## src/rtl/inc_pkg.sv

```systemverilog
package inc_pkg;

  function automatic int pow3(input int e);
    int v;
    v = 1;
    for (int i = 0; i < e; i++) v = v * 3;
    return v;
  endfunction

  // smallest number of radix-3 levels covering w bits (at least one)
  function automatic int tree_levels(input int w);
    int l;
    int span;
    l = 1;
    span = 3;
    while (span < w) begin
      l = l + 1;
      span = span * 3;
    end
    return l;
  endfunction

  // start index of level k in a flat vector holding all levels of a
  // tree with np leaves (level 0 = leaves, each level a third of the last)
  function automatic int level_base(input int np, input int k);
    int b;
    int n;
    b = 0;
    n = np;
    for (int i = 0; i < k; i++) begin
      b = b + n;
      n = n / 3;
    end
    return b;
  endfunction

endpackage

```

## src/rtl/inc_cell3.sv

```systemverilog
module inc_cell3 (
  input  logic [2:0] x,
  input  logic [2:0] cy,
  output logic [2:0] s,
  output logic [2:0] p
);
  for (genvar i = 0; i < 3; i++) begin : g_bit
    assign s[i] = x[i] ^ cy[i];
    assign p[i] = x[i];
  end

  always_comb begin
    if (!cy[0]) begin
      AST_CELL_HOLD: assert (s[0] == x[0]);
    end
  end
endmodule

```

## src/rtl/inc_lau3.sv

```systemverilog
module inc_lau3 (
  input  logic [2:0] kid_p,
  input  logic       grp_cin,
  output logic [2:0] kid_cy,
  output logic       grp_p
);
  assign kid_cy[0] = grp_cin;
  assign kid_cy[1] = kid_p[0] & grp_cin;
  assign kid_cy[2] = kid_p[1] & kid_p[0] & grp_cin;
  assign grp_p     = kid_p[2] & kid_p[1] & kid_p[0];

  always_comb begin
    if (kid_cy[2]) begin
      AST_CARRY_CHAIN: assert (kid_cy[1] && kid_cy[0]);
    end
    if (!grp_cin) begin
      AST_NO_CARRY_IN: assert (kid_cy == 3'b000);
    end
  end
endmodule

```

## src/rtl/radix3_incrementer.sv

```systemverilog
module radix3_incrementer #(
  parameter int WIDTH = 27
) (
  input  logic [WIDTH-1:0] op_a,
  input  logic             carry_in,
  output logic [WIDTH-1:0] result,
  output logic             carry_out
);
  import inc_pkg::*;

  localparam int LV  = tree_levels(WIDTH);
  localparam int NP  = pow3(LV);
  localparam int TOT = level_base(NP, LV + 1);
  localparam int ROOT = TOT - 1;

  logic [NP-1:0]  a_pad;
  logic [NP-1:0]  s_pad;
  logic [TOT-1:0] prop;   // propagate of every node, all levels
  logic [TOT-1:0] cy;     // carry entering every node, all levels
  logic           root_cout;

  assign a_pad    = NP'(op_a);
  assign cy[ROOT] = carry_in;

  // leaf cells: three bits each
  for (genvar j = 0; j < NP / 3; j++) begin : g_leaf
    inc_cell3 u_cell (
      .x  (a_pad[3*j +: 3]),
      .cy (cy[3*j +: 3]),
      .s  (s_pad[3*j +: 3]),
      .p  (prop[3*j +: 3])
    );
  end

  // lookahead units, one level of the tree per iteration
  for (genvar k = 1; k <= LV; k++) begin : g_lvl
    localparam int UNITS  = NP / pow3(k);
    localparam int B_KID  = level_base(NP, k - 1);
    localparam int B_SELF = level_base(NP, k);
    for (genvar j = 0; j < UNITS; j++) begin : g_unit
      inc_lau3 u_lau (
        .kid_p  (prop[B_KID + 3*j +: 3]),
        .grp_cin(cy[B_SELF + j]),
        .kid_cy (cy[B_KID + 3*j +: 3]),
        .grp_p  (prop[B_SELF + j])
      );
    end
  end

  assign root_cout = prop[ROOT] & carry_in;
  assign result    = s_pad[WIDTH-1:0];

  if (WIDTH == NP) begin : g_full
    assign carry_out = root_cout;
  end else begin : g_pruned
    assign carry_out = cy[WIDTH];
  end

  always_comb begin
    if (carry_out) begin
      AST_WRAP_ZERO: assert (result == '0);
    end
    if (!carry_in) begin
      AST_PASS_THROUGH: assert (result == op_a && !carry_out);
    end
    if (carry_in && !op_a[0]) begin
      AST_LOW_ZERO: assert (result == (op_a | WIDTH'(1)));
    end
  end
endmodule

```

## config.mk

```make
export PLATFORM = sky130hd
export DESIGN_NAME = radix3_incrementer
export DESIGN_NICKNAME = d
export VERILOG_FILES = /design/src/rtl/inc_pkg.sv /design/src/rtl/inc_cell3.sv /design/src/rtl/inc_lau3.sv /design/src/rtl/radix3_incrementer.sv
export SDC_FILE = /design/constraint.sdc
export NUM_CORES = 1
export LEC_CHECK = 0
export ABC_AREA = 1
export CORE_UTILIZATION = 45
export DETAILED_ROUTE_END_ITERATION = 10
export DONT_BUFFER_PORTS = 1
export GPL_ROUTABILITY_DRIVEN = 0
export PLACE_DENSITY = 0.73
export SLEW_MARGIN = 10
export SYNTH_ARGS = -nofsm -noshare
export SYNTH_HDL_FRONTEND = slang
export SYNTH_SLANG_ARGS = --single-unit
```

## constraint.sdc

```tcl
create_clock -name vclk -period 1.1
set_input_delay 0.11 -clock vclk [all_inputs]
set_output_delay 0.11 -clock vclk [all_outputs]
set_load 0.01 [all_outputs]
```

# [After elaboration in Yosys (flattened, before gate mapping)]
# Index checks and enable logic that the tools add are counted.
[classes] bitwise_logic=93
[op_table] op="1-bit bitwise AND" count=66
[op_table] op="1-bit XOR" count=27
[word_totals] register_bits=0 input_bits=28

# [Logic depth before layout (Yosys ltp)]
# Gate-level depths: netlist (run 1).
[logic_depth] depth_word=9 ltp_mapped=8 depth_no_buf=8

# [Cells and area by module]
# A second synthesis (run 1) with hierarchy kept.
[hier_totals] cells_unflattened=268 area_unflattened_um2=1156.1
[by_module_without_submodules] mod="inc_cell3" n_inst=9 cells_each=18 area_each_um2=78.8 seq_area_each_um2=0.0
[by_module_without_submodules] mod="inc_lau3" n_inst=13 cells_each=8 area_each_um2=33.8 seq_area_each_um2=0.0
[by_module_without_submodules] mod="radix3_incrementer" n_inst=1 cells_each=2 area_each_um2=7.5 seq_area_each_um2=0.0

# [Least setup slack after synthesis (run 1)]
# Ideal clock, no wire load.
[synth_timing] path_type="in2out" startpoint="input op_a[8]" endpoint="output result[16]" t_arrival_ns=1.118 required_ns=0.990 slack_ns=-0.128 stages=8 path_cell_list="nand2_1 nor2_1 nand3_4 inv_2 nand2_2 nor3_1 ha_1 xor2_1"
[synth_between] elab_chain_len=8
[synth_lines] element="start: declaration" line="radix3_incrementer.sv:4" text="input logic [WIDTH-1:0] op_a,"
[synth_lines] element="1-bit bitwise AND (4 in a row)" line="inc_lau3.sv:10" text="assign grp_p = kid_p[2] & kid_p[1] & kid_p[0];"
[synth_lines] element="1-bit bitwise AND" line="inc_lau3.sv:8" text="assign kid_cy[1] = kid_p[0] & grp_cin;"
[synth_lines] element="1-bit bitwise AND" line="inc_lau3.sv:9" text="assign kid_cy[2] = kid_p[1] & kid_p[0] & grp_cin;"
[synth_lines] element="1-bit bitwise AND" line="inc_lau3.sv:8"
[synth_lines] element="1-bit XOR" line="inc_cell3.sv:8" text="assign s[i] = x[i] ^ cy[i];"
[synth_lines] element="end: declaration" line="radix3_incrementer.sv:6" text="output logic [WIDTH-1:0] result,"
# No other way between the ends.

# [Final worst setup path (run 1)]
[layout_timing] startpoint="input op_a[18]" endpoint="output result[25]"
[layout_between] elab_chain_len=5
[layout_lines] element="1-bit bitwise AND" line="inc_lau3.sv:10"
[layout_lines] element="1-bit bitwise AND (2 in a row)" line="inc_lau3.sv:9"
[layout_lines] element="1-bit bitwise AND" line="inc_lau3.sv:8"
[layout_lines] element="1-bit XOR" line="inc_cell3.sv:8"
# No other way between the ends.

==> run metrics, run 1 <==
fmax 845 MHz; Leakage 0.494 nW; CLK BUF 0; Slew Viols, Final 0; GR Util All Layers 0.192; sequential share of power 0; crit path capture result[25]; Util after Layout 0.849; Port-buffer cells 0; Synth Area in Compound Gates 0.0102; largest family of logic cells by synthesized area simple AND/OR/NAND/NOR gates; slew at the pin with the worst max-slew slack 0.298 ns; io pins 56; Max stage delay cell, worst path nor3_2; WL per Instance 14.6 um; Placed Area 758 sq um; die area 1510 sq um; crit path kind input port to output pin; Avg Vias per Cell 5.40; Final Hold Vio Count 0; Max Cap Viol 0; setup tns final -0.204 ns; part of the power in the clock network 0; 1st-iter DRT viols 7; Setup-failing EPs final 3; drt total wl 1.91 mm; Place WS -0.157 ns; XOR/XNOR share of the synthesized area 0.172; Post-DP HPWL 1.25 mm; Max FO, Critical Path 2; Logic pwr share 1.000; synthesized net count 143; ANT cells 0; initial antenna violation count 0; FF+latch area 0 sq um; internal power 0.0875 mW; YS warnings 0; grt ovf 0; Core ar. 1190 sq um; Residual DRC 0; synthesized area 612 sq um; sequential cell count 0; drt pass-1 iters 4; Avg Inst Size Synth 5.77 sq um; Post-Synth Simple-Gate Area 0.493; Sw Pwr 0.106 mW; CP endpoint kind output pin; arrival time worst endpoint 1.07 ns; post-cts hold buffer count 0; Power Density 192 nW/um^2; crit path time final 1.18 ns; chip height 38.9 um; failing checks negative setup slack; Max rail drop VDD 0.123 mV; crit path from op_a[18]; Final WS setup -0.0830 ns; starting density of the core 0.516; status complete, but fails checks; WP data required 0.99 ns; FP Rows 12; Critical Path Start Type input port; synth unique cells 18; hold crit path type input port to output pin; Hold Path Origin op_a[16]; RSZ-0062 raised after global routing yes; largest net degree at the start of global routing 5; DR vias 707; Adder-Cell Fraction of Synth Area 0.184; die width 38.9 um; synthesized instance count 106; CP Cell Sequence nand2_1 -> inv_1 -> nand2_1 -> nor3_2 -> inv_1 -> nor2_4 -> ha_4 -> xor2_4; Syn-to-layout area delta 64.6%; vias in the first global route 587; hold-critical path depth 1; first-pass GRT wire length 2.14 mm; mux contribution to synthesized area 0; design area 1010 sq um; layout net count 156; share of layout cells above drive strength 1 0.462; CP max stage delay 0.17 ns; period utilization 1.08; total power draw 0.194 mW; Detail Route Antenna Nets 0; sequential fraction of the synthesis area 0; sw frac 0.549; max_slew headroom 0.800
==> cells in the final DEF (no fill, tap or decap), types with 4 or more instances in the layout <==
cell type	instances
nand2_1	21
inv_1	16
buf_4	10
nand3_1	8
nor2_1	7
inv_2	6
ha_4	6
nand2_2	5
nor2_4	5
xor2_4	4
==> repair_timing <==
action,4_1_cts,5_1_grt
endpoints found under the setup margin,9,13
endpoints found under the hold margin,0,0
buffers inserted,2,0
resized for setup,24,20
pin swaps,16,16
==> kinds of logic after synthesis <==
group | after synthesis
fa+ha+maj | 9
xor+xnor | 12
compound gates | 1
simple gates | 61
buf+inv | 23
==> per-stage QoR <==
step / hold WS (ns) / instances
3_5_place_dp: 0.280 / 129
4_1_cts: 0.278 / 131
3_3_place_gp: 0.280 / 129
2_1_floorplan: 0.277 / 106
5_1_grt: 0.272 / 131
6_report: 0.269 / 131
==> synthesized netlist by cell type (2+ instances only) <==
cell,number,area (sq um)
nand2_1,27,101
xor2_1,10,87.6
inv_1,22,82.6
nor3_1,2,10.0
ha_1,9,113
nand4_1,2,12.5
xnor2_1,2,17.5
nand3_1,10,50.1
nor2_1,12,45.0
nand2_2,2,12.5
==> power groups by stage <==
stage | Sequential [mW] | Combinational (mW) | Clock, mW
global route | 0 | 0.211 | 0
detailed placement | 0 | 0.157 | 0
CTS | 0 | 0.172 | 0
floorplan | 0 | 0.128 | 0
finish | 0 | 0.194 | 0
global placement | 0 | 0.153 | 0
==> how the worst min path moves through the flow <==
stage                             to
final                     result[16]
after global routing      result[16]
after CTS                 result[10]
after detailed placement  result[13]
after global placement    result[13]
after floorplan           result[13]
==> worst max-delay path: cells and delay by family <==
family	cells	cell delay [ns]
AND/OR/NAND/NOR	4	0.43
XOR/XNOR	1	0.17
buffers and inverters	2	0.19
adder cells (fa/ha/maj)	1	0.17
==> area by class of cell <==
cell class	count	area, sq um
Fill cell	75	179
Inverter	23	88.8
Multi-Input combinational cell	83	815
Tap cell	14	17.5
Timing Repair Buffer	11	86.3
==> per-layer routing <==
metal | routed length [um] | vias up | GRT usage
met5 | 0 | - | 0
met4 | 0 | 0 | 0
met3 | 94 | 0 | 0.00578
met2 | 1230 | 32 | 0.446
met1 | 581 | 329 | 0.182
li1 | - | 346 | -
Note: power is estimated with default switching activity, not from simulation.
==> run 2: changes to the inputs <==
--- a/config.mk
+++ b/config.mk
@@ -10,6 +10,7 @@
 export DETAILED_ROUTE_END_ITERATION = 10
 export DONT_BUFFER_PORTS = 1
 export GPL_ROUTABILITY_DRIVEN = 0
+export GPL_TIMING_DRIVEN = 0
 export PLACE_DENSITY = 0.73
 export SLEW_MARGIN = 10
 export SYNTH_ARGS = -nofsm -noshare
==> run 2 against run 1 <==
Against the previous run:
- the flow still finishes with violations (negative setup slack)
- routed wire length down 20%
- fmax down 0.56%
- final cell count down 3.1%
- sequential cell count unchanged
- die area unchanged
- via count down 5.1%
- design area down 6.5%
- first-iteration DRC count down 14%
- critical endpoint is now result[16]
- largest cell class unchanged
- largest power group unchanged
==> run metrics, run 2 (synthesis results as in run 1) <==
CLK BUF 0 (unchanged); DR vias 671 (was 707); io pins 56 (unchanged); Util after Layout 0.794 (was 0.849); total power draw 0.171 mW (was 0.194 mW); vias in the first global route 555 (was 587); post-cts hold buffer count 0 (unchanged); CP max stage delay 0.22 ns (was 0.17 ns); Final Hold Vio Count 0 (unchanged); 1st-iter DRT viols 6 (was 7); FP Rows 12 (unchanged); CP Cell Sequence nand2_1 -> nor2_2 -> nand3_4 -> inv_4 -> nand2_4 -> nor3_2 -> ha_2 -> xor2_2 (was nand2_1 -> inv_1 -> nand2_1 -> nor3_2 -> inv_1 -> nor2_4 -> ha_4 -> xor2_4); WL per Instance 12.1 um (was 14.6 um); max_slew headroom 0.797 (was 0.800); layout net count 152 (was 156); Residual DRC 0 (unchanged); slew at the pin with the worst max-slew slack 0.303 ns (was 0.298 ns); starting density of the core 0.516 (unchanged); Max rail drop VDD 0.115 mV (was 0.123 mV); fmax 841 MHz (was 845 MHz); Final WS setup -0.0897 ns (was -0.0830 ns); met3 WL 100 um (was 94 um); drt pass-1 iters 4 (unchanged); Avg Vias per Cell 5.28 (was 5.40); ANT cells 0 (unchanged); setup tns final -0.287 ns (was -0.204 ns); Place WS -0.181 ns (was -0.157 ns); Core ar. 1190 sq um (unchanged); RSZ-0062 raised after global routing yes (unchanged); Power Density 181 nW/um^2 (was 192 nW/um^2); WP data required 0.99 ns (about the same); chip height 38.9 um (unchanged); Filler cells 90 (was 75); drt total wl 1.53 mm (was 1.91 mm); Inst Count DP 120 (was 129); met1 wire length 529 um (was 581 um); GR Util All Layers 0.190 (was 0.192); sequential cell count 0 (unchanged); WP buf/inv 1 (was 2); CP endpoint kind output pin (unchanged); Setup-failing EPs final 6 (was 3); crit path from op_a[8] (was op_a[18]); FF+latch area 0 sq um (unchanged); Hold Path Origin op_a[25] (was op_a[16]); Max FO, Critical Path 3 (was 2); Detail Route Antenna Nets 0 (unchanged); die width 38.9 um (unchanged); Slew Viols, Final 0 (unchanged); Port-buffer cells 0 (unchanged); largest net degree at the start of global routing 5 (unchanged); grt ovf 0 (unchanged); first-pass GRT wire length 2.04 mm (was 2.14 mm); commonest non-fill, non-tap cells in the layout 21 x nand2_1, 16 x inv_1, 9 x nor2_1 (was 21 x nand2_1, 16 x inv_1, 10 x buf_4); hold crit path type input port to output pin (unchanged); Non-Filler Instances 127 (was 131); failing checks negative setup slack (unchanged); share of layout cells above drive strength 1 0.434 (was 0.462); crit path kind input port to output pin (unchanged); delay-heaviest family, CP simple AND/OR/NAND/NOR gates (unchanged); DR top layer met3 (unchanged); Post-DP HPWL 1.12 mm (was 1.25 mm); arrival time worst endpoint 1.08 ns (was 1.07 ns); crit path time final 1.19 ns (was 1.18 ns); status complete, but fails checks (unchanged); Max Cap Viol 0 (unchanged); commonest non-fill, non-tap cell in the layout nand2_1 (unchanged); period utilization 1.08 (about the same); Critical Path Start Type input port (unchanged); initial antenna violation count 0 (unchanged); length of routed met2 wiring 904 um (was 1.23 mm); Max stage delay cell, worst path ha_2 (was nor3_2); die area 1510 sq um (unchanged); Syn-to-layout area delta 54.0% (was 64.6%); Leakage 0.470 nW (was 0.494 nW)
==> run 2: cell types whose count changed in the layout (fill, tap and decap cells not counted), sizes merged <==
cell and change:
buf -4
==> run 2: where the power goes <==
part | switching [mW] | internal (mW) | leakage (nW) | total (mW)
Sequential | 0 | 0 | 0 | 0
Clock | 0 | 0 | 0 | 0
Combinational | 0.0977 | 0.0730 | 0.470 | 0.171
==> run 2: layout make-up <==
cell class	instances	area [sq um]	share of cell area
multi-input combinational	83	779	0.827
inverter	23	88.8	0.0943
timing repair buffer	7	56.3	0.0598
tap	14	17.5	0.0186
==> run 2: what timing repair did <==
item | CTS | global route
gates resized for setup | 22 | 16
setup endpoints to repair | 9 | 12
setup buffers | 5 | 2
pin swaps | 15 | 8
==> run 2: final timing paths <==
path,to,cells after the start,slack [ns]
max,result[16],8,-0.09
min,result[25],1,0.27
==> run 2: metal layers <==
metal	GRT usage	up-vias
met4	0	0
met5	0	-
met3	0.00578	0
li1	-	337
met1	0.188	301
met2	0.433	33
==> run 2: metrics by stage <==
step / hold WS, ns / cell area, sq um
2_1_floorplan: 0.277 / 673
3_3_place_gp: 0.279 / 691
3_5_place_dp: 0.280 / 691
4_1_cts: 0.279 / 835
5_1_grt: 0.274 / 942
6_report: 0.271 / 942
==> run 3: changes to the inputs <==
--- a/config.mk
+++ b/config.mk
@@ -12,6 +12,7 @@
 export GPL_ROUTABILITY_DRIVEN = 0
 export GPL_TIMING_DRIVEN = 0
 export PLACE_DENSITY = 0.73
+export SKIP_LAST_GASP = 1
 export SLEW_MARGIN = 10
 export SYNTH_ARGS = -nofsm -noshare
 export SYNTH_HDL_FRONTEND = slang
==> run 3 against run 2 <==
Against the previous run:
- the flow still finishes with violations (negative setup slack)
- critical path depth did not move
- routed wire length is 2.0% lower
- core utilization is 1.2 points lower
- combinational power about the same
- clock-buffer cell count unchanged
- critical endpoint unchanged
- largest cell class unchanged
- largest power group unchanged
==> run metrics, run 3 (synthesis results as in run 1) <==
status complete, but fails checks (unchanged); failing checks negative setup slack (unchanged); die width 38.9 um (unchanged); arrival time worst endpoint 1.07 ns (was 1.08 ns); sequential cell count 0 (unchanged); commonest non-fill, non-tap cells in the layout 21 x nand2_1, 16 x inv_1, 9 x nand3_1, 9 x nor2_1, 7 x buf_4 (was 21 x nand2_1, 16 x inv_1, 9 x nor2_1); Setup-failing EPs final 6 (unchanged); Slew Viols, Final 0 (unchanged); Power Density 183 nW/um^2 (was 181 nW/um^2); Max Cap Viol 0 (unchanged); drt pass-1 iters 4 (unchanged); Inst Count DP 120 (unchanged); Avg Vias per Cell 5.18 (was 5.28); Syn-to-layout area delta 51.7% (was 54.0%); Non-Filler Instances 127 (unchanged); share of layout cells above drive strength 1 0.425 (was 0.434); ANT cells 0 (unchanged); crit path kind input port to output pin (unchanged); largest net degree at the start of global routing 5 (unchanged); Core ar. 1190 sq um (unchanged); Critical Path Start Type input port (unchanged); CP endpoint kind output pin (unchanged); die area 1510 sq um (unchanged); 1st-iter DRT viols 7 (was 6); post-cts hold buffer count 0 (unchanged); slew at the pin with the worst max-slew slack 0.312 ns (was 0.303 ns); Sw Pwr 0.0969 mW (was 0.0977 mW); fmax 846 MHz (was 841 MHz); RSZ-0062 raised after global routing yes (unchanged); crit path time final 1.18 ns (was 1.19 ns); internal power 0.0731 mW (was 0.0730 mW); Final WS setup -0.0821 ns (was -0.0897 ns); sw frac 0.570 (was 0.572); chip height 38.9 um (unchanged); first-pass GRT wire length 2.05 mm (was 2.04 mm); layout net count 152 (unchanged); initial antenna violation count 0 (unchanged); WL per Instance 11.8 um (was 12.1 um); CLK BUF 0 (unchanged); Port-buffer cells 0 (unchanged); starting density of the core 0.516 (unchanged); GR Util All Layers 0.191 (was 0.190); max_slew headroom 0.790 (was 0.797); Hold Slack 0.270 ns (was 0.271 ns); Filler cells 91 (was 90); commonest non-fill, non-tap cell in the layout nand2_1 (unchanged); drt total wl 1.50 mm (was 1.53 mm); sequential share of power 0 (about the same); Final Hold Vio Count 0 (unchanged); Max rail drop VDD 0.116 mV (was 0.115 mV); Logic pwr share 1.000 (about the same); Multi-input gate area 769 sq um (was 779 sq um); period utilization 1.07 (was 1.08); Max FO, Critical Path 4 (was 3); WP data required 0.99 ns (about the same); Residual DRC 0 (unchanged); FP Rows 12 (unchanged); DR vias 658 (was 671); io pins 56 (unchanged); part of the power in the clock network 0 (about the same); Place WS -0.181 ns (unchanged); vias in the first global route 557 (was 555); hold crit path type input port to output pin (unchanged); Post-DP HPWL 1.12 mm (unchanged); crit path from op_a[0] (was op_a[8]); grt ovf 0 (unchanged); crit path capture result[16] (unchanged); Leakage 0.469 nW (was 0.470 nW); FF+latch area 0 sq um (unchanged); Detail Route Antenna Nets 0 (unchanged)
## run 3: timing repair
action	CTS	global route
pin swaps	15	7
gates resized for setup	20	15
buffers inserted	5	2
gates cloned	0	0
endpoints found under the setup margin	9	12
## run 3: worst min path at each step
| stage | to | depth (start not counted) | slack, ns | from |
|---|---|---|---|---|
| 2_1_floorplan | result[13] | 1 | 0.28 | op_a[13] |
| 3_3_place_gp | result[13] | 1 | 0.28 | op_a[13] |
| 3_5_place_dp | result[13] | 1 | 0.28 | op_a[13] |
| 4_1_cts | result[16] | 1 | 0.28 | op_a[16] |
| 5_1_grt | result[25] | 1 | 0.27 | op_a[25] |
| 6_report | result[25] | 1 | 0.27 | op_a[25] |
## run 3: through the flow
step | utilization | power [mW] | setup TNS, ns | area [sq um]
2_1_floorplan | - | 0.128 | -0.210 | 673
3_3_place_gp | 0.582 | 0.138 | -0.684 | 691
3_5_place_dp | 0.582 | 0.142 | -0.904 | 691
4_1_cts | 0.693 | 0.157 | -0.255 | 822
5_1_grt | 0.783 | 0.188 | -0.731 | 928
6_report | 0.783 | 0.170 | -0.266 | 928
## run 3: cell type report
cell class | instances | area share
inverter | 23 | 0.0957
timing repair buffer | 7 | 0.0566
multi-input combinational | 83 | 0.829
tap | 14 | 0.0189
## run 3: power by group through the flow
| stage | sequential, mW | combinational [mW] | clock, mW |
|---|---|---|---|
| finish | 0 | 0.170 | 0 |
| global placement | 0 | 0.138 | 0 |
| detailed placement | 0 | 0.142 | 0 |
| global route | 0 | 0.188 | 0 |
| CTS | 0 | 0.157 | 0 |
| floorplan | 0 | 0.128 | 0 |
## run 3: per-layer routing
metal | GRT usage | vias up | wire [um]
met2 | 0.438 | 32 | 898
met5 | 0 | - | 0
met3 | 0.00578 | 0 | 104
met1 | 0.188 | 291 | 501
met4 | 0 | 0 | 0
li1 | - | 335 | -
## run 3: worst max-delay path: stages
cell	delay, ns
nand2_8	0.03
nor2_4	0.13
nand3_4	0.13
inv_4	0.09
nand2_4	0.06
nor3_2	0.12
ha_2	0.22
xor2_2	0.18
